### src/rtl/irq_nest_pkg.sv
package irq_nest_pkg;
  localparam int unsigned DEF_NSRC = 6;
  localparam int unsigned DEF_NLVL = 7;

  // request priority value beats the running level only when strictly smaller
  function automatic bit outranks(int unsigned req_lvl, int unsigned run_lvl);
    return req_lvl < run_lvl;
  endfunction

  // candidate a replaces best b when more urgent, or equal and scanned from lower index
  function automatic bit better_or_tie(int unsigned a_lvl, int unsigned b_lvl);
    return a_lvl <= b_lvl;
  endfunction
endpackage

### src/rtl/irq_pend_latch.sv
module irq_pend_latch #(
  parameter int unsigned NSRC = 6,
  parameter int unsigned SRCW = 3
) (
  input  logic            clk,
  input  logic            rst_n,
  input  logic [NSRC-1:0] evt,
  input  logic            clr_en,
  input  logic [SRCW-1:0] clr_idx,
  output logic [NSRC-1:0] pend
);
  for (genvar i = 0; i < NSRC; i++) begin : g_bit
    logic clr_this;
    assign clr_this = clr_en && (clr_idx == SRCW'(i));
    always_ff @(posedge clk or negedge rst_n) begin
      if (!rst_n)        pend[i] <= 1'b0;
      else if (evt[i])   pend[i] <= 1'b1;  // a fresh event outlives a same-edge clear
      else if (clr_this) pend[i] <= 1'b0;
    end
  end
endmodule

### src/rtl/irq_prio_arb.sv
module irq_prio_arb
  import irq_nest_pkg::*;
#(
  parameter int unsigned NSRC = 6,
  parameter int unsigned LVLW = 3,
  parameter int unsigned SRCW = 3
) (
  input  logic [NSRC-1:0]      cand,
  input  logic [NSRC*LVLW-1:0] prio_flat,
  input  logic [LVLW-1:0]      run_lvl,
  output logic                 hit,
  output logic [SRCW-1:0]      win_idx,
  output logic [LVLW-1:0]      win_lvl
);
  logic            any;
  logic [LVLW-1:0] best;
  logic [SRCW-1:0] best_idx;

  always_comb begin
    any      = 1'b0;
    best     = '1;
    best_idx = '0;
    // scan from the top index down so that ties settle on the lowest index
    for (int i = int'(NSRC) - 1; i >= 0; i--) begin
      if (cand[i] && (!any || better_or_tie(int'(prio_flat[i*LVLW +: LVLW]), int'(best)))) begin
        any      = 1'b1;
        best     = prio_flat[i*LVLW +: LVLW];
        best_idx = SRCW'(i);
      end
    end
    hit     = any && outranks(int'(best), int'(run_lvl));
    win_idx = best_idx;
    win_lvl = best;
  end
endmodule

### src/rtl/irq_lvl_stack.sv
module irq_lvl_stack #(
  parameter int unsigned NLVL = 7,
  parameter int unsigned LVLW = 3,
  parameter int unsigned DPW  = 3
) (
  input  logic            clk,
  input  logic            rst_n,
  input  logic            push,
  input  logic [LVLW-1:0] push_lvl,
  input  logic            pop,
  output logic [LVLW-1:0] cur_lvl,
  output logic [DPW-1:0]  depth
);
  localparam logic [LVLW-1:0] MAIN = LVLW'(NLVL - 1);

  logic [LVLW-1:0] saved [NLVL];
  logic            do_pop;
  logic            do_push;

  assign do_pop  = pop && (depth != '0);
  assign do_push = push && !pop && (depth != DPW'(NLVL));

  always_ff @(posedge clk or negedge rst_n) begin
    if (!rst_n) begin
      cur_lvl <= MAIN;
      depth   <= '0;
    end else if (do_pop) begin
      cur_lvl <= saved[depth - DPW'(1)];
      depth   <= depth - DPW'(1);
    end else if (do_push) begin
      cur_lvl <= push_lvl;
      depth   <= depth + DPW'(1);
    end
  end

  for (genvar k = 0; k < NLVL; k++) begin : g_slot
    always_ff @(posedge clk or negedge rst_n) begin
      if (!rst_n)                             saved[k] <= MAIN;
      else if (do_push && depth == DPW'(k))   saved[k] <= cur_lvl;
    end
  end
endmodule

### src/rtl/irq_nest_ctrl.sv
module irq_nest_ctrl
  import irq_nest_pkg::*;
#(
  parameter int unsigned NSRC = DEF_NSRC,
  parameter int unsigned NLVL = DEF_NLVL,
  localparam int unsigned LVLW = $clog2(NLVL),
  localparam int unsigned SRCW = $clog2(NSRC),
  localparam int unsigned DPW  = $clog2(NLVL + 1)
) (
  input  logic                 clk,
  input  logic                 rst_n,
  input  logic [NSRC-1:0]      src_evt,
  input  logic [NSRC-1:0]      src_en,
  input  logic [NSRC*LVLW-1:0] prio_cfg,
  input  logic                 gie_set,
  input  logic                 gie_clr,
  input  logic                 usr_dis,
  input  logic                 usr_ena,
  input  logic                 reti,
  output logic                 irq_stb,
  output logic [SRCW-1:0]      irq_vec,
  output logic [LVLW-1:0]      cur_lvl
);
  logic            gie_q;
  logic            susp_q;
  logic            glb_on;
  logic [NSRC-1:0] pend;
  logic [NSRC-1:0] cand;
  logic            arb_hit;
  logic [SRCW-1:0] win_idx;
  logic [LVLW-1:0] win_lvl;
  logic            take;
  logic [DPW-1:0]  stk_depth;

  always_ff @(posedge clk or negedge rst_n) begin
    if (!rst_n) begin
      gie_q  <= 1'b0;
      susp_q <= 1'b0;
    end else begin
      if (gie_clr)      gie_q <= 1'b0;
      else if (gie_set) gie_q <= 1'b1;
      if (usr_ena)      susp_q <= 1'b0;
      else if (usr_dis) susp_q <= 1'b1;
    end
  end

  assign glb_on = gie_q && !susp_q;
  assign cand   = pend & src_en & {NSRC{glb_on}};
  assign take   = arb_hit && !reti;

  irq_pend_latch #(.NSRC(NSRC), .SRCW(SRCW)) u_pend (
    .clk(clk), .rst_n(rst_n), .evt(src_evt),
    .clr_en(take), .clr_idx(win_idx), .pend(pend)
  );

  irq_prio_arb #(.NSRC(NSRC), .LVLW(LVLW), .SRCW(SRCW)) u_arb (
    .cand(cand), .prio_flat(prio_cfg), .run_lvl(cur_lvl),
    .hit(arb_hit), .win_idx(win_idx), .win_lvl(win_lvl)
  );

  irq_lvl_stack #(.NLVL(NLVL), .LVLW(LVLW), .DPW(DPW)) u_stk (
    .clk(clk), .rst_n(rst_n), .push(take), .push_lvl(win_lvl),
    .pop(reti), .cur_lvl(cur_lvl), .depth(stk_depth)
  );

  always_ff @(posedge clk or negedge rst_n) begin
    if (!rst_n) begin
      irq_stb <= 1'b0;
      irq_vec <= '0;
    end else begin
      irq_stb <= take;
      if (take) irq_vec <= win_idx;
    end
  end
endmodule

### config.mk
export PLATFORM = sky130hd
export DESIGN_NAME = irq_nest_ctrl
export DESIGN_NICKNAME = d
export VERILOG_FILES = /design/src/rtl/irq_nest_pkg.sv /design/src/rtl/irq_pend_latch.sv /design/src/rtl/irq_prio_arb.sv /design/src/rtl/irq_lvl_stack.sv /design/src/rtl/irq_nest_ctrl.sv
export SDC_FILE = /design/constraint.sdc
export NUM_CORES = 1
export LEC_CHECK = 0
export BUFFER_PORTS_ARGS = -buffer_cell sky130_fd_sc_hd__clkbuf_2
export CAP_MARGIN = 30
export CORE_ASPECT_RATIO = 0.75
export CORE_MARGIN = 2
export CORE_UTILIZATION = 30
export DETAILED_ROUTE_END_ITERATION = 8
export HOLD_SLACK_MARGIN = 0.02
export PLACE_DENSITY_LB_ADDON = 0.3
export SLEW_MARGIN = 20
export SYNTH_ARGS = -nofsm -noshare
export SYNTH_HDL_FRONTEND = slang
export SYNTH_SLANG_ARGS = --single-unit
### constraint.sdc
create_clock -name clk -period 13.8 [get_ports clk]
set_input_delay 3.45 -clock clk [delete_from_list [all_inputs] [get_ports clk]]
set_output_delay 3.45 -clock clk [all_outputs]
set_load 0.02 [all_outputs]
# Word level (Yosys, flattened, before mapping)
# Index checks and enable logic that the tools add are counted.
dict set report totals {
  in_bits 37
  ff_bits 39
  wordCells 132
  out_inout_bits 7
}
dict set report classes {
  bitwise_logic 3
  n_lt_le_gt_ge 7
  reduce_logical 48
  muxes 41
  add_sub_neg 2
  n_eq_ne 12
}
# operator count
set op_table {}
lappend op_table {{two-way mux 3 bit} 18}
lappend op_table {{logical AND 1 bit} 24}
lappend op_table {{two-way mux 1 bit} 22}
lappend op_table {{nonzero test 2 bit} 9}
lappend op_table {{== test 3 bit, second input constant} 5}
lappend op_table {{<= comparator 3 bit} 5}
lappend op_table {{bitwise AND 6 bit} 2}
lappend op_table {{== test 3 x 2 -> 1 bit, second input constant} 4}
lappend op_table {{binary-select mux 3 bit (select 3 bit)} 1}
lappend op_table {{logical NOT 1 bit} 7}
lappend op_table {{== test 3 x 1 -> 1 bit, second input constant} 2}
lappend op_table {{logical NOT 3 bit} 2}
lappend op_table {{logical OR 1 bit} 5}
lappend op_table {{>= comparator 4 bit, second input constant} 1}
lappend op_table {{NOT 3 -> 4 bit} 1}
lappend op_table {{adder 3 x 1 -> 3 bit, second input constant} 1}
lappend op_table {{less-than comparator 3 bit} 1}
lappend op_table {{!= test 3 bit, second input constant} 1}
lappend op_table {{nonzero test 3 bit} 1}
lappend op_table {{subtractor 3 x 1 -> 3 bit, second input constant} 1}

# Longest topological paths before layout
dict set report logic_depth {
  depth_word 31
  mapped_depth 45
  mapped_depth_nobuf 42
}

# Hierarchy
# A second synthesis with hierarchy kept.
dict set report hier_totals {
  hier_cells 266
  hier_area_um2 2766.4
}
# module cells_per_inst area_each_um2 seq_area_each_um2 instances
set modules_own_cells {}
lappend modules_own_cells {irq_lvl_stack 110 1460.2 695.7 1}
lappend modules_own_cells {irq_prio_arb 117 779.5 0.0 1}
lappend modules_own_cells {irq_nest_ctrl 21 270.3 150.1 1}
lappend modules_own_cells {irq_pend_latch 18 256.5 150.1 1}

# Least setup slack after synthesis
# No wires, ideal clock.
dict set report synth_path {
  path_kind {in2reg}
  startpoint {input port src_en[5]}
  endpoint {register u_stk.saved[3] in the netlist's numbering}
  setup_ps 128
  path_buffers 3
  required_ps 13672
  slack_ps 1601
  t_arrival_ps 12072
  cell_stages 43
  path_cell_list {nand3_1 or2_2 ha_1 and3b_1 o21ai_0 a21o_1 o22ai_1 ha_1 and3_1 a211oi_1 nor3_2 o21a_1 ha_1 nor2b_1 o21a_1 o21a_1 or2_1 buf_2 (+7 left out) inv_1 mux2_2 ha_1 nand3_1 o21ai_0 o31a_2 and2_1 a31o_2 a41o_1 ha_1 a2111oi_0 nand2_1 or4_1 o21ba_1 buf_6 buf_6 nor2_4 mux2_1}
}
dict set report synth_via {
  elab_chain_cells 29
}
# element line
set synth_lines {}
lappend synth_lines {{from (decl)} irq_nest_ctrl.sv:13} ;# input logic [NSRC-1:0] src_en,
lappend synth_lines {{bitwise AND 6 bit * (2 in a row)} irq_nest_ctrl.sv:48} ;# assign cand = pend & src_en & {NSRC{glb_on}};
lappend synth_lines {{two-way mux 3 bit / two-way mux 1 bit (equally long branches)} irq_prio_arb.sv:25} ;# if (cand[i] && (!any || better_or_tie(int'(prio_flat[i*LVLW +: LVLW]), int'(best)))) begin
lappend synth_lines {{<= comparator 3 bit / logical NOT 1 bit (equally long branches)} {irq_nest_pkg.sv:12, irq_prio_arb.sv:25}}
lappend synth_lines {{logical OR 1 bit} irq_prio_arb.sv:25}
lappend synth_lines {{logical AND 1 bit} irq_prio_arb.sv:25}
lappend synth_lines {{two-way mux 3 bit / two-way mux 1 bit (equally long branches)} irq_prio_arb.sv:25}
lappend synth_lines {{<= comparator 3 bit / logical NOT 1 bit (equally long branches)} {irq_nest_pkg.sv:12, irq_prio_arb.sv:25}}
lappend synth_lines {{logical OR 1 bit} irq_prio_arb.sv:25}
lappend synth_lines {{(+11 left out)} n/a}
lappend synth_lines {{logical OR 1 bit} irq_prio_arb.sv:25}
lappend synth_lines {{logical AND 1 bit} irq_prio_arb.sv:25}
lappend synth_lines {{two-way mux 3 bit} irq_prio_arb.sv:25}
lappend synth_lines {{less-than comparator 3 bit} irq_nest_pkg.sv:7} ;# return req_lvl < run_lvl;
lappend synth_lines {{logical AND 1 bit *} irq_prio_arb.sv:31} ;# hit = any && outranks(int'(best), int'(run_lvl));
lappend synth_lines {{logical AND 1 bit *} irq_nest_ctrl.sv:49} ;# assign take = arb_hit && !reti;
lappend synth_lines {{logical AND 1 bit * (2 in a row)} irq_lvl_stack.sv:21} ;# assign do_push = push && !pop && (depth != DPW'(NLVL));
lappend synth_lines {{logical AND 1 bit *} irq_lvl_stack.sv:39} ;# else if (do_push && depth == DPW'(k)) saved[k] <= cur_lvl;
lappend synth_lines {{to (signal, indexed assignment)} irq_lvl_stack.sv:39}
lappend synth_lines {{to (decl)} irq_lvl_stack.sv:16} ;# logic [LVLW-1:0] saved [NLVL];
# Every way passes the cells marked *; elsewhere a longest branch is shown, timed or not.
# A chain may end at the register's enable or synchronous reset.

# Final worst setup path
dict set report layout_path {
  startpoint {input port src_en[5]}
  endpoint {register u_stk.saved[12] in the netlist's numbering}
}
# The elaborated chain is that of the path after synthesis.

==> impl_metrics.ini <==
[timing]
grt_setup_unrepaired = false
timing.slew.headroom = 0.5401
setup_viol = 0
fin_skew_ps = 9.391
fin_tns_setup_ps = 0
hold_viol = 0
min_period_ps = 12870
final-max-slew-violation-count = 0
min_period_over_period = 0.9328
timing.fmax_ghz = 0.07769
tightest_slew_ps = 689.8

[route]
wire_per_inst_um = 15.26
drc = 0
wl_mm = 6.533
vias_per_cell = 5.100
firstDrtPassIters = 4
drtIter0Drc = 183
ant_nets = 0
num_vias = 2183

[logic_synthesis]
avgSynthCellArea_sq_um = 10.48
syn_nets = 326
yosysSeqAreaShare = 0.3587
synth-seq-cells = 39
async_flop_share = 1.000
ys.warnings.count = 0
netlist_area_sq_um = 2776
netlist_instances = 265
yosys_most_used_dff = dfrtp_1
ys_types = 62
synth_edf_count = 0

[place]
placed_area_sq_um = 3127
dp.cells = 419
dp_hpwl_mm = 5.260
portBuffers = 43
gp_congestion = 0.8021

[critical_path]
rr_startpoint = susp_q
crit_type = input port to flip-flop
arrival_ps = 13040
crit_slowest_cell = or4_1
critical_path.max_fanout = 13
slowest_delay_ps = 500
rrSetupSlack_ps = 3500
worst_setup_path_end_kind = flip-flop
worstReg2RegEnd = u_stk.saved[12]
worstPathRequired_ps = 13970
reg2reg_depth = 43
cp-start-kind = input port
cpMostUsedCell = ha_1

[clock_tree]
clk_latency_ps = 280
htreeDepth = 2
cts.sinks = 39
post_cts_buffers = 0
cts-resized-gates = 0
cts_tree = built
clk_pin_slew_ps = 60
cts-root-buf = clkbuf_16
postCtsHoldBufs = 0
clockBufferDepth = 2
cts_made_buffers = 5

[worst_hold_path]
hold_path.class = flip-flop to flip-flop
hold_path.startpoint = u_pend.pend[0]
hold_end = u_pend.pend[0]
hold_depth = 1

[global_route]
grt_overflow = 0
grt_pass1_wl_mm = 10.88
grt_pass1_vias = 2120
grtUsageTotal = 0.1385
grt_max_degree = 40
antenna_found_initial = 0

[power_and_ir_drop]
power.internal_uw = 335.6
p_leak_nw = 1.540
power_density_nw_per_um2 = 156.3
irDropWorstVdd_mv = 0.05356
power_frac_comb = 0.368
swShare = 0.3534
switchingPower_uw = 183.4
pwr-share-seq = 0.376
power_uw = 519.1
clock_power_share = 0.256

[run]
cap_violations = 0

[floorplanning]
rows = 30
io_pins = 44
die_area_sq_um = 10050
die_w_um = 115.1
dieHeight_um = 87.31
coreArea_sq_um = 9009
start_util = 0.3082

[final_layout]
design_area_sq_um = 3321
fin_util = 0.3686
antenna_cells = 0
syn_to_final_growth_pct = 19.60
fin_nets = 376
drive_above_1_share = 0.3196
nFillCells = 910
instances_no_fill = 428

[status]
status = complete, no violations
final cells by class:
cell class	count	area, sq um	area share
Sequential cell	39	996.0	0.2999
Multi-Input combinational cell	205	1685	0.5075
Inverter	16	60.06	0.01809
Clock inverter	2	35.03	0.01055
Timing Repair Buffer	48	265.3	0.07988
Clock buffer	6	138.9	0.04182
Tap cell	112	140.1	0.04220
state kept, by name (all words and copies together), names as in the netlist:
register,flops
gie_q,1
irq_stb,1
irq_vec,3
susp_q,1
u_pend.pend,6
u_stk.cur_lvl,3
u_stk.depth,3
u_stk.saved,21
synth_stat cells, drive strengths merged, types with 3 or more instances:
cell / number / area (sq um)
ha: 24 / 300.3
mux2: 24 / 270.3
dfrtp: 23 / 575.6
nand2: 21 / 78.83
nor2: 21 / 93.84
dfstp: 16 / 420.4
inv: 16 / 60.06
o21ai: 11 / 58.81
a21o: 9 / 67.56
a21oi: 9 / 45.04
nand3: 8 / 40.04
a211oi: 5 / 37.54
mux2i: 5 / 50.05
o211ai: 5 / 37.54
and3: 4 / 25.02
nor3: 4 / 30.03
o21a: 4 / 30.03
a31oi: 3 / 18.77
buf: 3 / 27.52
mux4: 3 / 67.56
nand3b: 3 / 22.52
nor2b: 3 / 18.77
o22ai: 3 / 18.77
metal layers:
| layer | track usage | vias up | part of all wire |
|---|---|---|---|
| met3 | 0.01740 | 7 | 0.023 |
| met2 | 0.2096 | 25 | 0.44 |
| met1 | 0.2090 | 1060 | 0.53 |
| met5 | 0 | - | 0 |
| li1 | - | 1091 | - |
| met4 | 0.03286 | 0 | 0.0087 |
how the worst max path moves through the flow:
stage	cells after the start	to	from
floorplan	43	u_stk.saved[3]	src_en[5]
finish	43	u_stk.saved[12]	src_en[5]
CTS	43	u_stk.saved[12]	src_en[5]
global placement	43	u_stk.saved[12]	src_en[5]
detailed placement	43	u_stk.saved[12]	src_en[5]
global route	43	u_stk.saved[12]	src_en[5]
cell usage in the layout, fill, tap and decap left out, types with 2 or more instances in the layout:
cell type / instances
inv_1: 16
buf_4: 4
nor3b_4: 2
o311ai_0: 2
and3_1: 4
or4_1: 2
mux2_1: 16
or3_1: 2
clkbuf_16: 5
o21ai_0: 8
nor3_2: 2
nand2_1: 21
and2_1: 2
mux2_2: 8
clkbuf_2: 43
a31oi_1: 3
nand3_1: 8
a21o_1: 9
nor2_1: 17
nor3_1: 2
mux4_2: 3
dfrtp_1: 23
dfstp_2: 16
nor2_2: 3
o211ai_1: 5
nand3b_1: 3
a211oi_1: 5
o21ai_1: 2
o22ai_1: 3
ha_1: 24
nor2b_1: 3
o21a_1: 4
mux2i_1: 5
a21oi_1: 9
stage by stage:
step           worst slack, ps  hold WS [ps]
2_1_floorplan             1601         449.5
3_3_place_gp             788.4         463.5
3_5_place_dp             719.4         468.8
4_1_cts                  978.3         481.3
5_1_grt                  163.6         500.0
6_report                 928.0         478.9
power by group through the flow:
| stage | combinational [mW] | sequential (mW) | clock (mW) |
|---|---|---|---|
| 2_1_floorplan | 0.139 | 0.189 | 0 |
| 3_3_place_gp | 0.186 | 0.197 | 0 |
| 3_5_place_dp | 0.191 | 0.197 | 0 |
| 4_1_cts | 0.192 | 0.196 | 0.137 |
| 5_1_grt | 0.215 | 0.202 | 0.143 |
| 6_report | 0.191 | 0.195 | 0.133 |
kinds of logic after synthesis:
family / synth area share
adders and majority gates: 0.1082
AOI/OAI and AO/OA: 0.1906
DFF: 0.3587
and+or+nand+nor: 0.1622
xor gates and xnor gates: 0.006310
muxes: 0.1397
buffers and inverters: 0.03425
critical path: cells and delay by family:
family | cells | cell delay (ps)
adder cells (fa/ha/maj) | 6 | 1560
AND/OR/NAND/NOR | 15 | 3320
buffers and inverters | 3 | 370
AO/OA/AOI/OAI | 17 | 3670
multiplexers | 2 | 680
(Power assumes the default switching activity.)
